File: config.mk
export PLATFORM = sky130hd
export DESIGN_NAME = scl_timing_gen
export DESIGN_NICKNAME = d
export VERILOG_FILES = /design/src/rtl/scl_pkg.sv /design/src/rtl/scl_cfg_reg.sv /design/src/rtl/scl_prescaler.sv /design/src/rtl/scl_phase_ctl.sv /design/src/rtl/scl_timing_gen.sv
export SDC_FILE = /design/constraint.sdc
export NUM_CORES = 1
export LEC_CHECK = 0
export BUFFER_PORTS_ARGS = -buffer_cell sky130_fd_sc_hd__buf_4
export CAP_MARGIN = 20
export CORE_AREA = 5 5 105 78
export CTS_BUF_LIST = sky130_fd_sc_hd__clkbuf_2 sky130_fd_sc_hd__clkbuf_4 sky130_fd_sc_hd__clkbuf_8
export DETAILED_ROUTE_END_ITERATION = 7
export DIE_AREA = 0 0 110 83
export MAX_ROUTING_LAYER = met4
export PLACE_DENSITY = 0.89
export SLEW_MARGIN = 30
export SYNTH_ARGS = -nofsm -noshare
export SYNTH_HDL_FRONTEND = slang
export SYNTH_SLANG_ARGS = --single-unit
File: constraint.sdc
create_clock -name clk_i -period 5.23 [get_ports clk_i]
set_input_delay 0.7845 -clock clk_i [delete_from_list [all_inputs] [get_ports clk_i]]
set_output_delay 0.7845 -clock clk_i [all_outputs]
set_load 0.005 [all_outputs]
File: src/rtl/scl_pkg.sv
package scl_pkg;
  localparam int WORD_W   = 32;
  localparam int BASE_W   = 4;
  localparam int PRE_W    = (1 << BASE_W) - 1;
  localparam int BASE_LSB = 0;
  localparam int LO_LSB   = 12;
  localparam int HI_LSB   = 16;
  localparam int KEEP_LSB = 20;

  typedef enum logic [1:0] {
    PH_IDLE = 2'd0,
    PH_LOW  = 2'd1,
    PH_HIGH = 2'd2
  } phase_e;
endpackage

File: src/rtl/scl_cfg_reg.sv
module scl_cfg_reg
  import scl_pkg::*;
#(
  parameter logic [WORD_W-1:0] RST_WORD = '0
) (
  input  logic              clk_i,
  input  logic              rst_ni,
  input  logic              wr_word_i,
  input  logic              wr_div_i,
  input  logic [WORD_W-1:0] wdata_i,
  output logic [WORD_W-1:0] word_o
);

  always_ff @(posedge clk_i or negedge rst_ni) begin
    if (!rst_ni)        word_o <= RST_WORD;
    else if (wr_word_i) word_o <= wdata_i;
    else if (wr_div_i)  word_o[KEEP_LSB-1:0] <= wdata_i[KEEP_LSB-1:0];
  end

  assert_keep_upper_R8: assert property (@(posedge clk_i) disable iff (!rst_ni)
    (wr_div_i && !wr_word_i) |=> $stable(word_o[WORD_W-1:KEEP_LSB]));

  assert_idle_hold_R8: assert property (@(posedge clk_i) disable iff (!rst_ni)
    (!wr_div_i && !wr_word_i) |=> $stable(word_o));

  assert_word_load_R8: assert property (@(posedge clk_i) disable iff (!rst_ni)
    wr_word_i |=> (word_o == $past(wdata_i)));

endmodule

File: src/rtl/scl_prescaler.sv
module scl_prescaler
  import scl_pkg::*;
(
  input  logic              clk_i,
  input  logic              rst_ni,
  input  logic              run_i,
  input  logic [BASE_W-1:0] base_i,
  output logic [PRE_W-1:0]  cnt_o,
  output logic              last_o
);

  logic [PRE_W-1:0] lim;

  assign lim    = PRE_W'((32'd1 << base_i) - 32'd1);
  assign last_o = run_i && (cnt_o == lim);

  always_ff @(posedge clk_i or negedge rst_ni) begin
    if (!rst_ni)                cnt_o <= '0;
    else if (!run_i || last_o)  cnt_o <= '0;
    else                        cnt_o <= cnt_o + PRE_W'(1);
  end

  // exponent may only change while the count is at zero
  assert_pre_bound_R2: assert property (@(posedge clk_i) disable iff (!rst_ni)
    run_i |-> (cnt_o <= lim));

  assert_pre_clear_R7: assert property (@(posedge clk_i) disable iff (!rst_ni)
    !run_i |=> (cnt_o == '0));

endmodule

File: src/rtl/scl_phase_ctl.sv
module scl_phase_ctl
  import scl_pkg::*;
#(
  parameter int HL_W = 4
) (
  input  logic              clk_i,
  input  logic              rst_ni,
  input  logic              en_i,
  input  logic [HL_W-1:0]   hi_i,
  input  logic [HL_W-1:0]   lo_i,
  input  logic [BASE_W-1:0] base_i,
  input  logic [PRE_W-1:0]  pre_cnt_i,
  input  logic              pre_last_i,
  output logic              run_o,
  output logic [BASE_W-1:0] base_o,
  output logic              drive_o,
  output logic              fall_o,
  output logic              rise_o,
  output logic              mid_low_o,
  output logic              mid_high_o
);

  localparam int EXT_W = HL_W + 1;

  phase_e            phase_q;
  logic [HL_W-1:0]   tk_q;
  logic [HL_W-1:0]   hi_q, lo_q;
  logic [BASE_W-1:0] base_q;
  logic [HL_W-1:0]   n_cur;
  logic [EXT_W-1:0]  n_ext;
  logic [HL_W-1:0]   mid_tk;
  logic [PRE_W-1:0]  mid_pre;
  logic              tk_last, start, at_edge, at_mid;

  assign n_cur   = (phase_q == PH_LOW) ? lo_q : hi_q;
  assign tk_last = (tk_q == n_cur);
  assign start   = en_i && ((phase_q == PH_IDLE) ||
                            (phase_q == PH_HIGH && pre_last_i && tk_last));

  always_ff @(posedge clk_i or negedge rst_ni) begin
    if (!rst_ni) begin
      phase_q <= PH_IDLE;
      tk_q    <= '0;
      hi_q    <= '0;
      lo_q    <= '0;
      base_q  <= '0;
    end else if (!en_i) begin
      phase_q <= PH_IDLE;
      tk_q    <= '0;
    end else if (start) begin
      phase_q <= PH_LOW;
      tk_q    <= '0;
      hi_q    <= hi_i;
      lo_q    <= lo_i;
      base_q  <= base_i;
    end else if (pre_last_i) begin
      if (tk_last) begin
        tk_q    <= '0;
        phase_q <= PH_HIGH;
      end else begin
        tk_q <= tk_q + HL_W'(1);
      end
    end
  end

  // half-phase offset split into tick index and prescaler residue
  assign n_ext  = {1'b0, n_cur} + EXT_W'(1);
  assign mid_tk = n_ext[EXT_W-1:1];
  always_comb begin
    mid_pre = '0;
    if (base_q != '0 && n_ext[0]) mid_pre = PRE_W'(32'd1 << (base_q - BASE_W'(1)));
  end

  assign at_edge    = (tk_q == '0) && (pre_cnt_i == '0);
  assign at_mid     = (tk_q == mid_tk) && (pre_cnt_i == mid_pre);
  assign run_o      = en_i && (phase_q != PH_IDLE);
  assign base_o     = base_q;
  assign drive_o    = (phase_q == PH_LOW);
  assign fall_o     = (phase_q == PH_LOW)  && at_edge;
  assign rise_o     = (phase_q == PH_HIGH) && at_edge;
  assign mid_low_o  = (phase_q == PH_LOW)  && at_mid;
  assign mid_high_o = (phase_q == PH_HIGH) && at_mid;

  assert_off_quiet_R1: assert property (@(posedge clk_i) disable iff (!rst_ni)
    !en_i |=> (!drive_o && !fall_o && !rise_o && !mid_low_o && !mid_high_o));

  assert_fall_on_drive_R4: assert property (@(posedge clk_i) disable iff (!rst_ni)
    $rose(drive_o) |-> fall_o);

  assert_rise_on_release_R4: assert property (@(posedge clk_i) disable iff (!rst_ni)
    ($fell(drive_o) && phase_q == PH_HIGH) |-> rise_o);

  assert_cfg_hold_R6: assert property (@(posedge clk_i) disable iff (!rst_ni)
    !start |=> $stable({hi_q, lo_q, base_q}));

  assert_tick_bound_R2: assert property (@(posedge clk_i) disable iff (!rst_ni)
    (phase_q != PH_IDLE) |-> (tk_q <= n_cur));

endmodule

File: src/rtl/scl_timing_gen.sv
module scl_timing_gen
  import scl_pkg::*;
#(
  parameter int                HL_W     = 4,
  parameter logic [WORD_W-1:0] RST_WORD = '0
) (
  input  logic              clk_i,
  input  logic              rst_ni,
  input  logic              en_i,
  input  logic              wr_word_i,
  input  logic              wr_div_i,
  input  logic [WORD_W-1:0] wdata_i,
  output logic [WORD_W-1:0] timing_o,
  output logic              scl_drive_o,
  output logic              scl_fall_o,
  output logic              scl_rise_o,
  output logic              mid_low_o,
  output logic              mid_high_o
);

  // only the 3-bit and 4-bit field variants exist
  localparam int FW = (HL_W < 3) ? 3 : ((HL_W > 4) ? 4 : HL_W);

  logic [WORD_W-1:0] word;
  logic              run, pre_last;
  logic [BASE_W-1:0] base_act;
  logic [PRE_W-1:0]  pre_cnt;

  scl_cfg_reg #(.RST_WORD(RST_WORD)) u_cfg (
    .clk_i     (clk_i),
    .rst_ni    (rst_ni),
    .wr_word_i (wr_word_i),
    .wr_div_i  (wr_div_i),
    .wdata_i   (wdata_i),
    .word_o    (word)
  );

  assign timing_o = word;

  scl_prescaler u_pre (
    .clk_i  (clk_i),
    .rst_ni (rst_ni),
    .run_i  (run),
    .base_i (base_act),
    .cnt_o  (pre_cnt),
    .last_o (pre_last)
  );

  scl_phase_ctl #(.HL_W(FW)) u_ph (
    .clk_i      (clk_i),
    .rst_ni     (rst_ni),
    .en_i       (en_i),
    .hi_i       (word[HI_LSB +: FW]),
    .lo_i       (word[LO_LSB +: FW]),
    .base_i     (word[BASE_LSB +: BASE_W]),
    .pre_cnt_i  (pre_cnt),
    .pre_last_i (pre_last),
    .run_o      (run),
    .base_o     (base_act),
    .drive_o    (scl_drive_o),
    .fall_o     (scl_fall_o),
    .rise_o     (scl_rise_o),
    .mid_low_o  (mid_low_o),
    .mid_high_o (mid_high_o)
  );

endmodule

==> metrics.csv, run 1 <==
metric,value,unit
number of setup violations in the final report,0,
IO Count,74,
Remaining DRCs,0,
count of vias placed by the detailed router,3498,
first-pass iteration count of the detailed router,5,
remaining max-slew budget at the tightest pin,0.460,
chip height,83,um
fraction of final layout cells sized beyond drive strength 1,0.306,
Detailed Place HPWL,7590,um
combined global-route utilization of all metal layers,0.252,
launch instance of the worst register-to-register path,u_ph.base_o[1]$_DFFE_PN0P_,
Layout fillers,518,
arrival time reported for the critical path endpoint,3.37,ns
Detailed Route Iter0 Violations,341,
final net count,512,
nature of the critical path endpoint,output pin,
area of the multi-input gates,0.00226,mm^2
"Design Area, Final",0.00484,mm^2
number of cells traversed by the worst register-to-register path,9,
Mapped Nets,457,
"Setup Fix Bufs, Post-CTS",0,
final critical-path share of the clock period,0.795,
Avg WL per Cell,18.6,um
"Top FF cell, synth",sky130_fd_sc_hd__dfrtp_1,
Placeable Area,0.00706,mm^2
clock-pin slew of the registers on the worst-case setup and hold paths,0.08,ns
Max IR drop VDD,237,uV
number of placement rows,26,
global-route wire length before repair,17700,um
number of maximum-capacitance constraint violations,0,
total wirelength of the detailed-routed design,10600,um
M3 GR Usage,0.0674,
floorplan die area,0.00913,mm^2
Root Driver,sky130_fd_sc_hd__clkbuf_8,
path category of the worst min-delay check,input port to asynchronous set/reset pin,
antenna cell count,0,
number of gates resized after cts,0,
summed instance area of the synthesized netlist,0.00408,mm^2
required time at the worst-slack endpoint,4.45,ns
Post-Route Skew,0.00906,ns
Gate Count Post-Synth,414,
area taken by flip-flops and latches,0.00163,mm^2
CTS Buffer Depth,2,
setup slack of the most critical reg-to-reg path,1.17,ns
Via-to-Cell Ratio,6.12,
largest net degree at the start of global routing,66,
deepest level of the CTS H-tree,3,
area grow syn2layout,18.7,%
Initial Utilization,0.578,
Die Width,110,um
Yosys cell types,70,
clock sink count,65,
slew at the pin closest to its max-slew limit,0.811,ns
total power,1.41,mW
Pleak,2.03,nW
kind of launch point of the worst setup path,register,
maximum operating frequency,0.241,GHz
later-pin clock latency in the skew report,0.35,ns
TritonCTS clock tree,built,
Reg2Reg Capture Point,u_ph.hi_q[3]$_DFFE_PN0P_,
global placer's final weighted congestion,0.966,
largest fanout of any net on the critical path,9,
yosys warns,0,
"FFs w/ async S/R, synth",1.00,
"Core Util, Final",0.686,
port buffer count,73,
synthesized area per cell,9.86,um^2
hold violation total from the final report,0,
antenna violation net count after detailed routing,0,
number of global-route vias before repair,3516,
grt met2 use,0.349,
hold buffers post-CTS,0,
number of flops mapped to enable cells by yosys,0,
final-layout setup total negative slack,0,ns
Period minus WS final,4.16,ns
crit path kind,register to output pin,
initial antenna violation count,0,
GRT overflow,0,
met1 capacity usage during global routing,0.362,
final count of pins violating max slew,0,
flip-flop and latch count after synthesis,65,
pwr dens,292,mW/mm^2
result of the run,"complete, no violations",
part of the Yosys area used for sequential elements,0.399,
layer with the highest usage,met1,
RSZ-0062 raised after global routing,false,
"top library cells by usage in the layout, fill and taps aside","sky130_fd_sc_hd__buf_4 (77), sky130_fd_sc_hd__dfrtp_1 (65), sky130_fd_sc_hd__nor2_1 (36), sky130_fd_sc_hd__mux2_2 (32), sky130_fd_sc_hd__nand2_1 (20)",
Num CTS Buffers,9,
"most common cell after layout, fill and taps aside",sky130_fd_sc_hd__buf_4,
post-detailed-placement cell area,0.00463,mm^2
-- logic make-up (layout without fill, tap and decap cells) --
logic type / after synthesis / after routing / synth area share
compound gates: 76 / 76 / 0.143
xor+xnor: 25 / 25 / 0.0536
fa+ha+maj: 6 / 6 / 0.0184
buf+inv: 46 / 106 / 0.0497
flops: 65 / 65 / 0.399
mux: 51 / 51 / 0.139
simple gates: 145 / 145 / 0.198
-- metal layers --
layer	up-vias	wire [um]
li1	1620	-
met1	1640	4640
met2	210	4730
met3	28	1080
met4	0	197
met5	-	0
-- worst max path at each step --
stage	start	endpoint
finish	u_ph.phase_q[1]$_DFFE_PN0P_	mid_high_o
floorplan	u_ph.base_o[1]$_DFFE_PN0P_	u_ph.base_o[0]$_DFFE_PN0P_
global placement	u_ph.base_o[1]$_DFFE_PN0P_	u_ph.base_o[0]$_DFFE_PN0P_
CTS	u_ph.phase_q[1]$_DFFE_PN0P_	mid_high_o
global route	u_ph.phase_q[1]$_DFFE_PN0P_	mid_high_o
detailed placement	u_ph.base_o[1]$_DFFE_PN0P_	u_ph.base_o[0]$_DFFE_PN0P_
-- state kept, by name, indices dropped and copies added (netlist names) --
| register | count |
|---|---|
| u_cfg.word_o | 32 |
| u_ph.phase_q | 2 |
| u_ph.lo_q | 4 |
| u_pre.cnt_o | 15 |
| u_ph.base_o | 4 |
| u_ph.tk_q | 4 |
| u_ph.hi_q | 4 |
-- worst max-delay path, cell delays in order (launching register included) --
cell	delay, ns
sky130_fd_sc_hd__dfrtp_1	0.46
sky130_fd_sc_hd__nand2b_1	0.39
sky130_fd_sc_hd__a21oi_2	0.39
sky130_fd_sc_hd__inv_2	0.14
sky130_fd_sc_hd__ha_1	0.26
sky130_fd_sc_hd__xor2_1	0.18
sky130_fd_sc_hd__o21ai_0	0.16
sky130_fd_sc_hd__nand4_1	0.11
sky130_fd_sc_hd__a2111oi_0	0.56
sky130_fd_sc_hd__and3b_1	0.24
sky130_fd_sc_hd__buf_4	0.11
-- cell type report --
class | instances | share of cell area
Multi-Input combinational cell | 303 | 0.466
Sequential cell | 65 | 0.336
Timing Repair Buffer | 77 | 0.119
Clock buffer | 11 | 0.0312
Tap cell | 98 | 0.0253
Clock inverter | 5 | 0.0127
Inverter | 13 | 0.0101
-- cells in the mapped netlist (6+ instances only) --
cell type                   n  area (um^2)
sky130_fd_sc_hd__buf_2      9         45.0
sky130_fd_sc_hd__nor2_1    36          135
sky130_fd_sc_hd__a21oi_1   11         55.1
sky130_fd_sc_hd__nor3_1    15         75.1
sky130_fd_sc_hd__o21ai_0   13         65.1
sky130_fd_sc_hd__clkbuf_1  18         67.6
sky130_fd_sc_hd__ha_1       6         75.1
sky130_fd_sc_hd__mux2i_1    7         70.1
sky130_fd_sc_hd__nand4_1    6         37.5
sky130_fd_sc_hd__nand2_1   20         75.1
sky130_fd_sc_hd__nand3_1   15         75.1
sky130_fd_sc_hd__or4_1      6         45.0
sky130_fd_sc_hd__nand2b_1   7         43.8
sky130_fd_sc_hd__dfrtp_1   65         1630
sky130_fd_sc_hd__nand3b_1   6         45.0
sky130_fd_sc_hd__inv_1     10         37.5
sky130_fd_sc_hd__xnor2_1   13          114
sky130_fd_sc_hd__xor2_1    12          105
sky130_fd_sc_hd__mux2_1    12          135
sky130_fd_sc_hd__mux2_2    32          360
sky130_fd_sc_hd__and3_1     8         50.1
-- power by group --
part           switching (mW)  leakage, nW  internal, mW  total [mW]
registers              0.0435        0.804         0.542       0.586
logic                   0.204         1.11         0.171       0.375
clock network           0.203        0.110         0.249       0.452
total                   0.451         2.03         0.962        1.41
-- metrics by stage --
step,hold slack [ns],cells,setup slack (ns)
after floorplan,0.474,414,1.96
after global placement,0.489,556,1.46
after detailed placement,0.498,556,1.34
after CTS,0.515,572,1.14
after global routing,0.537,572,0.874
final,0.512,572,1.07
Note: power is estimated with default switching activity, not from simulation.
==> run 2: changes to the inputs <==
- CORE_AREA: 5 5 105 78 -> 5 5 107 79
- DIE_AREA: 0 0 110 83 -> 0 0 112 84
- PLACE_DENSITY: 0.89 -> 0.87
- clock period: 5.23 -> 4.3 ns (I/O delays scaled with it)
==> run 2 against run 1 <==
  * Cell count increased by 0.87%
  * Count of clock-buffer cells in the layout shrank 1
  * Global-route usage is 1.3 points lower
  * Highest routed layer unchanged
  * Via count increased by 3.1%
  * Combinational power up 23%
  * Sequential share of layout area down 0.26 points
  * Largest power group unchanged
  * Register-to-register slack worse by 0.81 ns
==> metrics.csv, run 2 (same netlist as run 1, synthesis figures left out) <==
metric,value,unit,change
deepest level of the CTS H-tree,3,,unchanged
kind of launch point of the worst setup path,register,,
Avg WL per Cell,18.5,um,-0.54%
tightest hold margin,0.369,ns,-0.143 ns
nature of the critical path endpoint,output pin,,
hold buffers post-CTS,0,,unchanged
Remaining DRCs,0,,unchanged
number of maximum-capacitance constraint violations,0,,unchanged
maximum operating frequency,0.247,GHz,
Clock power frac,0.341,,+0.021
Reg2Reg Capture Point,u_ph.lo_q[0]$_DFFE_PN0P_,,
later-pin clock latency in the skew report,0.35,ns,about the same
slew at the pin closest to its max-slew limit,0.804,ns,-0.00643 ns
chip height,84,um,+1.2%
final count of pins violating max slew,0,,unchanged
switching share of total power,0.315,,-0.00444
"Design Area, Final",0.00488,mm^2,+0.77%
result of the run,"complete, no violations",,
number of gates resized after cts,0,,unchanged
fraction of final layout cells sized beyond drive strength 1,0.307,,+0.000816
antenna violation net count after detailed routing,0,,unchanged
final net count,514,,+0.39%
Die Width,112,um,+1.8%
crit path kind,register to output pin,,
Switch Pwr,561,uW,+24%
clock-pin slew of the registers on the worst-case setup and hold paths,0.08,ns,about the same
M3 GR Usage,0.0609,,-0.00657
number of placement rows,27,,+3.8%
hold violation total from the final report,0,,unchanged
Layout fillers,571,,+10%
path category of the worst min-delay check,input port to asynchronous set/reset pin,,
largest fanout of any net on the critical path,9,,unchanged
final critical-path share of the clock period,0.940,,
Detailed Route Iter0 Violations,296,,-13%
number of setup violations in the final report,0,,unchanged
CTS Buffer Depth,2,,unchanged
Num CTS Buffers,9,,unchanged
IO Count,74,,unchanged
remaining max-slew budget at the tightest pin,0.464,,+0.00429
count of vias placed by the detailed router,3606,,+3.1%
post-detailed-placement cell area,0.00465,mm^2,+0.41%
GRT overflow,0,,unchanged
total wirelength of the detailed-routed design,10700,um,+0.33%
Pleak,2.05,nW,+0.88%
register name with the most flops,u_cfg.word_o,,
pwr dens,365,mW/mm^2,+25%
Max IR drop VDD,315,uV,+33%
setup slack of the most critical reg-to-reg path,0.36,ns,-0.81 ns
Largest register FFs,32,,unchanged
Placeable Area,0.00747,mm^2,+5.8%
largest registers ranked by flip-flop count,"u_cfg.word_o: 32 flops, u_pre.cnt_o: 15 flops",,
number of global-route vias before repair,3542,,+0.74%
combinational cell fraction of total power,0.259,,-0.007
launch instance of the worst register-to-register path,u_ph.base_o[1]$_DFFE_PN0P_,,
initial antenna violation count,0,,unchanged
global placer's final weighted congestion,1.02,,+5.5%
combined global-route utilization of all metal layers,0.240,,-0.0126
"most common cell after layout, fill and taps aside",sky130_fd_sc_hd__buf_4,,
global-route wire length before repair,17800,um,+0.15%
worst setup path start,u_ph.phase_q[1]$_DFFE_PN0P_,,
Initial Utilization,0.547,,-0.0315
layer with the highest usage,met2,,
slowest cell delay on critical path,0.50,ns,-0.06 ns
met1 capacity usage during global routing,0.331,,-0.0313
floorplan die area,0.00941,mm^2,+3.0%
port buffer count,73,,unchanged
clock sink count,65,,unchanged
"top library cells by usage in the layout, fill and taps aside","sky130_fd_sc_hd__buf_4 (79), sky130_fd_sc_hd__dfrtp_1 (65), sky130_fd_sc_hd__nor2_1 (36), sky130_fd_sc_hd__mux2_2 (32), sky130_fd_sc_hd__nand2_1 (20)",,
P_int,1.22,mW,+27%
required time at the worst-slack endpoint,3.65,ns,-0.80 ns
antenna cell count,0,,unchanged
Post-Route Skew,0.00943,ns,+0.000363 ns
arrival time reported for the critical path endpoint,3.40,ns,+0.03 ns
Detailed Place HPWL,7790,um,+2.7%
grt met2 use,0.346,,-0.00254
area grow syn2layout,19.6,%,
number of cells traversed by the worst register-to-register path,10,,+1
register share of total power,0.400,,-0.015
cells along the critical path,nand2b_1 -> a21oi_2 -> inv_2 -> ha_1 -> xor2_1 -> o21ai_0 -> nand4_1 -> a2111oi_0 -> and3b_1 -> buf_4,,
slowest stage cell on the critical path,sky130_fd_sc_hd__a2111oi_0,,
"Setup Fix Bufs, Post-CTS",0,,unchanged
first-pass iteration count of the detailed router,5,,unchanged
TritonCTS clock tree,built,,
RSZ-0062 raised after global routing,false,,
Via-to-Cell Ratio,6.25,,+2.2%
Root Driver,sky130_fd_sc_hd__clkbuf_8,,
final-layout setup total negative slack,0,ns,unchanged
largest net degree at the start of global routing,66,,unchanged
Period minus WS final,4.04,ns,
-- run 2: cell count changes in the layout (fill, tap and decap cells not counted), sizes merged --
cell / delta
clkinv: -2
buf: +2
clkbuf: -1
bufinv: +1
inv: +2
-- run 2: layout make-up --
type / count / area (um^2) / area share
clock buffer: 10 / 138 / 0.0282
inverter: 13 / 48.8 / 0.00999
sequential: 65 / 1630 / 0.333
multi-input combinational: 303 / 2250 / 0.461
tap: 101 / 126 / 0.0259
clock inverter: 6 / 97.6 / 0.0200
timing repair buffer: 79 / 593 / 0.121
-- run 2: per-layer routing --
layer,share of wire,vias to the layer above
li1,-,1628
met5,0,-
met4,0.020,0
met1,0.43,1739
met3,0.11,31
met2,0.45,208
-- run 2: critical path, delay by kind of cell (launching register included) --
family / cells / cell delay [ns]
fa+ha+maj: 1 / 0.27
simple gates: 3 / 0.77
buf+inv: 2 / 0.25
xor+xnor: 1 / 0.18
flops: 1 / 0.45
compound gates: 3 / 1.12
-- run 2: worst max-delay path by stage --
| stage | end | cells past startpoint |
|---|---|---|
| after floorplan | u_ph.base_o[0]$_DFFE_PN0P_ | 12 |
| after global placement | u_ph.base_o[3]$_DFFE_PN0P_ | 9 |
| after detailed placement | u_ph.lo_q[0]$_DFFE_PN0P_ | 9 |
| after CTS | mid_low_o | 10 |
| after global routing | u_ph.hi_q[3]$_DFFE_PN0P_ | 11 |
| final | mid_high_o | 10 |
-- run 2: power by group through the flow --
stage	clock, mW	sequential (mW)	combinational [mW]
global placement	0	0.718	0.434
detailed placement	0	0.723	0.450
floorplan	0	0.708	0.305
global route	0.652	0.721	0.501
CTS	0.620	0.712	0.454
finish	0.608	0.713	0.461
-- run 2: per-stage QoR --
step,cells,total power [mW],worst slack (ns),utilization
finish,577,1.78,0.259,0.654
global route,577,1.87,0.109,0.654
detailed placement,561,1.17,0.381,0.622
global placement,561,1.15,0.580,0.622
CTS,577,1.79,0.329,0.654
floorplan,414,1.01,1.03,-
==> run 3: changes to the inputs <==
- CORE_AREA: 5 5 107 79 -> 5 5 112 83
- DIE_AREA: 0 0 112 84 -> 0 0 117 88
- PLACE_DENSITY: 0.87 -> 0.83
- SETUP_SLACK_MARGIN: unset -> 0.4
- clock period: 4.3 -> 3.3 ns (I/O delays scaled with it)
==> run 3 against run 2 <==
  * Clock power increased by 15%
  * Count of clock-buffer cells in the layout unchanged
  * First-iteration DRC count increased by 30%
  * Sequential cell count unchanged
  * Sequential share of layout area decreased by 4.0 points
  * Sequential power increased by 30%
  * Design area increased by 14%
  * Global-route usage decreased by 0.23 points
  * Via count increased by 4.0%
  * Wire length increased by 14%
  * Worst hold slack got worse by 0.15 ns
  * Largest cell class unchanged
  * Largest power group unchanged
==> metrics.csv, run 3 (same netlist as run 1, synthesis figures left out) <==
metric,value,unit,change
result of the run,"complete, no violations",,
Avg WL per Cell,20.0,um,+8.2%
Largest register FFs,32,,unchanged
final net count,542,,+5.4%
switching share of total power,0.334,,+0.0195
DR top layer,met4,,
Switch Pwr,817,uW,+46%
number of setup violations in the final report,0,,unchanged
Num CTS Buffers,9,,unchanged
remaining max-slew budget at the tightest pin,0.455,,-0.00863
Pleak,2.32,nW,+13%
register share of total power,0.378,,-0.022
number of cells traversed by the worst register-to-register path,11,,+1
"most common cell after layout, fill and taps aside",sky130_fd_sc_hd__buf_4,,
floorplan die area,0.0103,mm^2,+9.4%
combinational cell fraction of total power,0.337,,+0.078
cells along the critical path,or4_4 -> ha_4 -> buf_6 -> buf_4 -> a21oi_1 -> o21ai_0 -> a31oi_4 -> nand4_4 -> o31ai_4 -> buf_6 -> mux2_4,,
clock-pin slew of the registers on the worst-case setup and hold paths,0.08,ns,about the same
deepest level of the CTS H-tree,3,,unchanged
slowest stage cell on the critical path,sky130_fd_sc_hd__or4_4,,
register name with the most flops,u_cfg.word_o,,
antenna cell count,0,,unchanged
CTS Buffer Depth,2,,unchanged
number of standard cells in the final layout excluding fillers,609,,+5.5%
IO Count,74,,unchanged
arrival time reported for the critical path endpoint,3.41,ns,about the same
largest registers ranked by flip-flop count,"u_cfg.word_o: 32 flops, u_pre.cnt_o: 15 flops",,
Placed Cells incl. Taps,574,,+2.3%
fraction of final layout cells sized beyond drive strength 1,0.478,,+0.171
wire length on met1,4910,um,+7.9%
slowest cell delay on critical path,0.57,ns,+0.07 ns
count of vias placed by the detailed router,3749,,+4.0%
Period minus WS final,3.18,ns,
Placeable Area,0.00813,mm^2,+8.9%
P_int,1.63,mW,+33%
number of maximum-capacitance constraint violations,0,,unchanged
"CP delay by family, top",compound AO/OA/AOI/OAI gates,,
Initial Utilization,0.502,,-0.0445
Detailed Place HPWL,8060,um,+3.4%
Remaining DRCs,0,,unchanged
port buffer count,73,,unchanged
final critical-path share of the clock period,0.963,,
largest fanout of any net on the critical path,7,,-2
total wirelength of the detailed-routed design,12200,um,+14%
CP most frequent cell,sky130_fd_sc_hd__buf_6,,
required time at the worst-slack endpoint,3.53,ns,-0.12 ns
TritonCTS clock tree,built,,
kind of launch point of the worst setup path,register,,
detailed-routed wire length on met2,5640,um,+18%
chip height,88,um,+4.8%
Root Driver,sky130_fd_sc_hd__clkbuf_8,,
nature of the critical path endpoint,register,,
met3 routed wirelength,1430,um,+25%
pwr dens,440,mW/mm^2,+20%
number of buffers and inverters on the critical path,3,,+1
Clock power frac,0.285,,-0.056
GRT overflow,0,,unchanged
antenna violation net count after detailed routing,0,,unchanged
global-route wire length before repair,18500,um,+4.2%
final count of pins violating max slew,0,,unchanged
Detailed Route Iter0 Violations,385,,+30%
clock sink count,65,,unchanged
combined global-route utilization of all metal layers,0.237,,-0.00229
Via-to-Cell Ratio,6.16,,-1.5%
number of global-route vias before repair,3632,,+2.5%
hold violation total from the final report,0,,unchanged
Layout fillers,573,,+0.35%
crit path kind,register to register,,
launch instance of the worst register-to-register path,u_ph.base_o[3]$_DFFE_PN0P_,,
path category of the worst min-delay check,input port to asynchronous set/reset pin,,
largest net degree at the start of global routing,66,,unchanged
maximum operating frequency,0.315,GHz,
"top library cells by usage in the layout, fill and taps aside","sky130_fd_sc_hd__buf_4 (92), sky130_fd_sc_hd__dfrtp_1 (62), sky130_fd_sc_hd__mux2_2 (32), sky130_fd_sc_hd__nor2_1 (21), sky130_fd_sc_hd__nand2_1 (19)",,
hold buffers post-CTS,0,,unchanged
setup slack of the most critical reg-to-reg path,0.12,ns,-0.24 ns
Die Width,117,um,+4.5%
number of placement rows,28,,+3.7%
global placer's final weighted congestion,0.949,,-6.9%
Max IR drop VDD,262,uV,-17%
Reg2Reg Capture Point,u_ph.lo_q[2]$_DFFE_PN0P_,,
final-layout setup total negative slack,0,ns,unchanged
first-pass iteration count of the detailed router,5,,unchanged
Post-Route Skew,0.0101,ns,+0.000656 ns
initial antenna violation count,0,,unchanged
later-pin clock latency in the skew report,0.35,ns,about the same
RSZ-0062 raised after global routing,true,,
slew at the pin closest to its max-slew limit,0.817,ns,+0.0129 ns
area grow syn2layout,36.3,%,
## run 3: cell types whose count changed in the layout (fill, tap and decap cells not counted), sizes merged
cell,delta
inv,-1
buf,+28
bufinv,-1
clkinv,+2
## run 3: layout make-up
type                    instances  area (um^2)  share of cell area
clock buffers                  10          131              0.0236
clock inverters                 6         66.3              0.0119
inverters                      13         56.3              0.0101
multi-input cells             303         2660               0.478
flip-flops and latches         65         1630               0.293
well taps                     105          131              0.0236
repair buffers                107          888               0.160
## run 3: how the worst max path moves through the flow
| stage | startpoint | endpoint | slack (ns) | cells after the start |
|---|---|---|---|---|
| after global placement | u_ph.phase_q[1]$_DFFE_PN0P_ | mid_high_o | 0.13 | 10 |
| after detailed placement | u_ph.phase_q[1]$_DFFE_PN0P_ | mid_high_o | 0.09 | 10 |
| after global routing | u_ph.base_o[3]$_DFFE_PN0P_ | u_ph.hi_q[2]$_DFFE_PN0P_ | 0.05 | 10 |
| final | u_ph.base_o[3]$_DFFE_PN0P_ | u_ph.lo_q[2]$_DFFE_PN0P_ | 0.12 | 11 |
| after CTS | u_ph.base_o[1]$_DFFE_PN0P_ | mid_high_o | 0.22 | 10 |
| after floorplan | u_ph.base_o[1]$_DFFE_PN0P_ | u_ph.base_o[0]$_DFFE_PN0P_ | 0.16 | 12 |
## run 3: stage by stage
step	hold slack [ns]	area, um^2	setup WS [ns]	utilization	power, mW
global route	0.291	5560	0.0498	0.685	2.55
global placement	0.488	4740	0.133	0.583	1.54
finish	0.220	5560	0.121	0.685	2.45
floorplan	0.199	4110	0.160	-	1.33
detailed placement	0.494	4740	0.0858	0.583	1.56
CTS	0.259	5280	0.218	0.650	2.35
## run 3: per-layer routing
metal / GRT usage / vias to the layer above
met1: 0.324 / 1798
met3: 0.0704 / 25
met5: - / -
li1: - / 1686
met4: 0.0573 / 0
met2: 0.348 / 240
## run 3: timing repair
| item | 4_1_cts | 5_1_grt |
|---|---|---|
| endpoints found under the setup margin | 21 | 35 |
| gates resized for setup | 58 | 55 |
| buffers inserted | 13 | 5 |
| cloned | 0 | 1 |
| pin swaps | 21 | 25 |
## run 3: worst register-to-register path, stage by stage, from the launching register on
cell	delay (ns)
sky130_fd_sc_hd__dfrtp_1	0.41
sky130_fd_sc_hd__or4_4	0.57
sky130_fd_sc_hd__ha_4	0.22
sky130_fd_sc_hd__buf_6	0.14
sky130_fd_sc_hd__buf_4	0.13
sky130_fd_sc_hd__a21oi_1	0.15
sky130_fd_sc_hd__o21ai_0	0.19
sky130_fd_sc_hd__a31oi_4	0.24
sky130_fd_sc_hd__nand4_4	0.17
sky130_fd_sc_hd__o31ai_4	0.33
sky130_fd_sc_hd__buf_6	0.20
sky130_fd_sc_hd__mux2_4	0.32
## run 3: power groups by stage
stage	Sequential [mW]	Clock, mW	Combinational (mW)
after floorplan	0.923	0	0.409
final	0.924	0.697	0.825
after detailed placement	0.930	0	0.626
after global placement	0.925	0	0.617
after global routing	0.933	0.737	0.879
after CTS	0.919	0.696	0.733
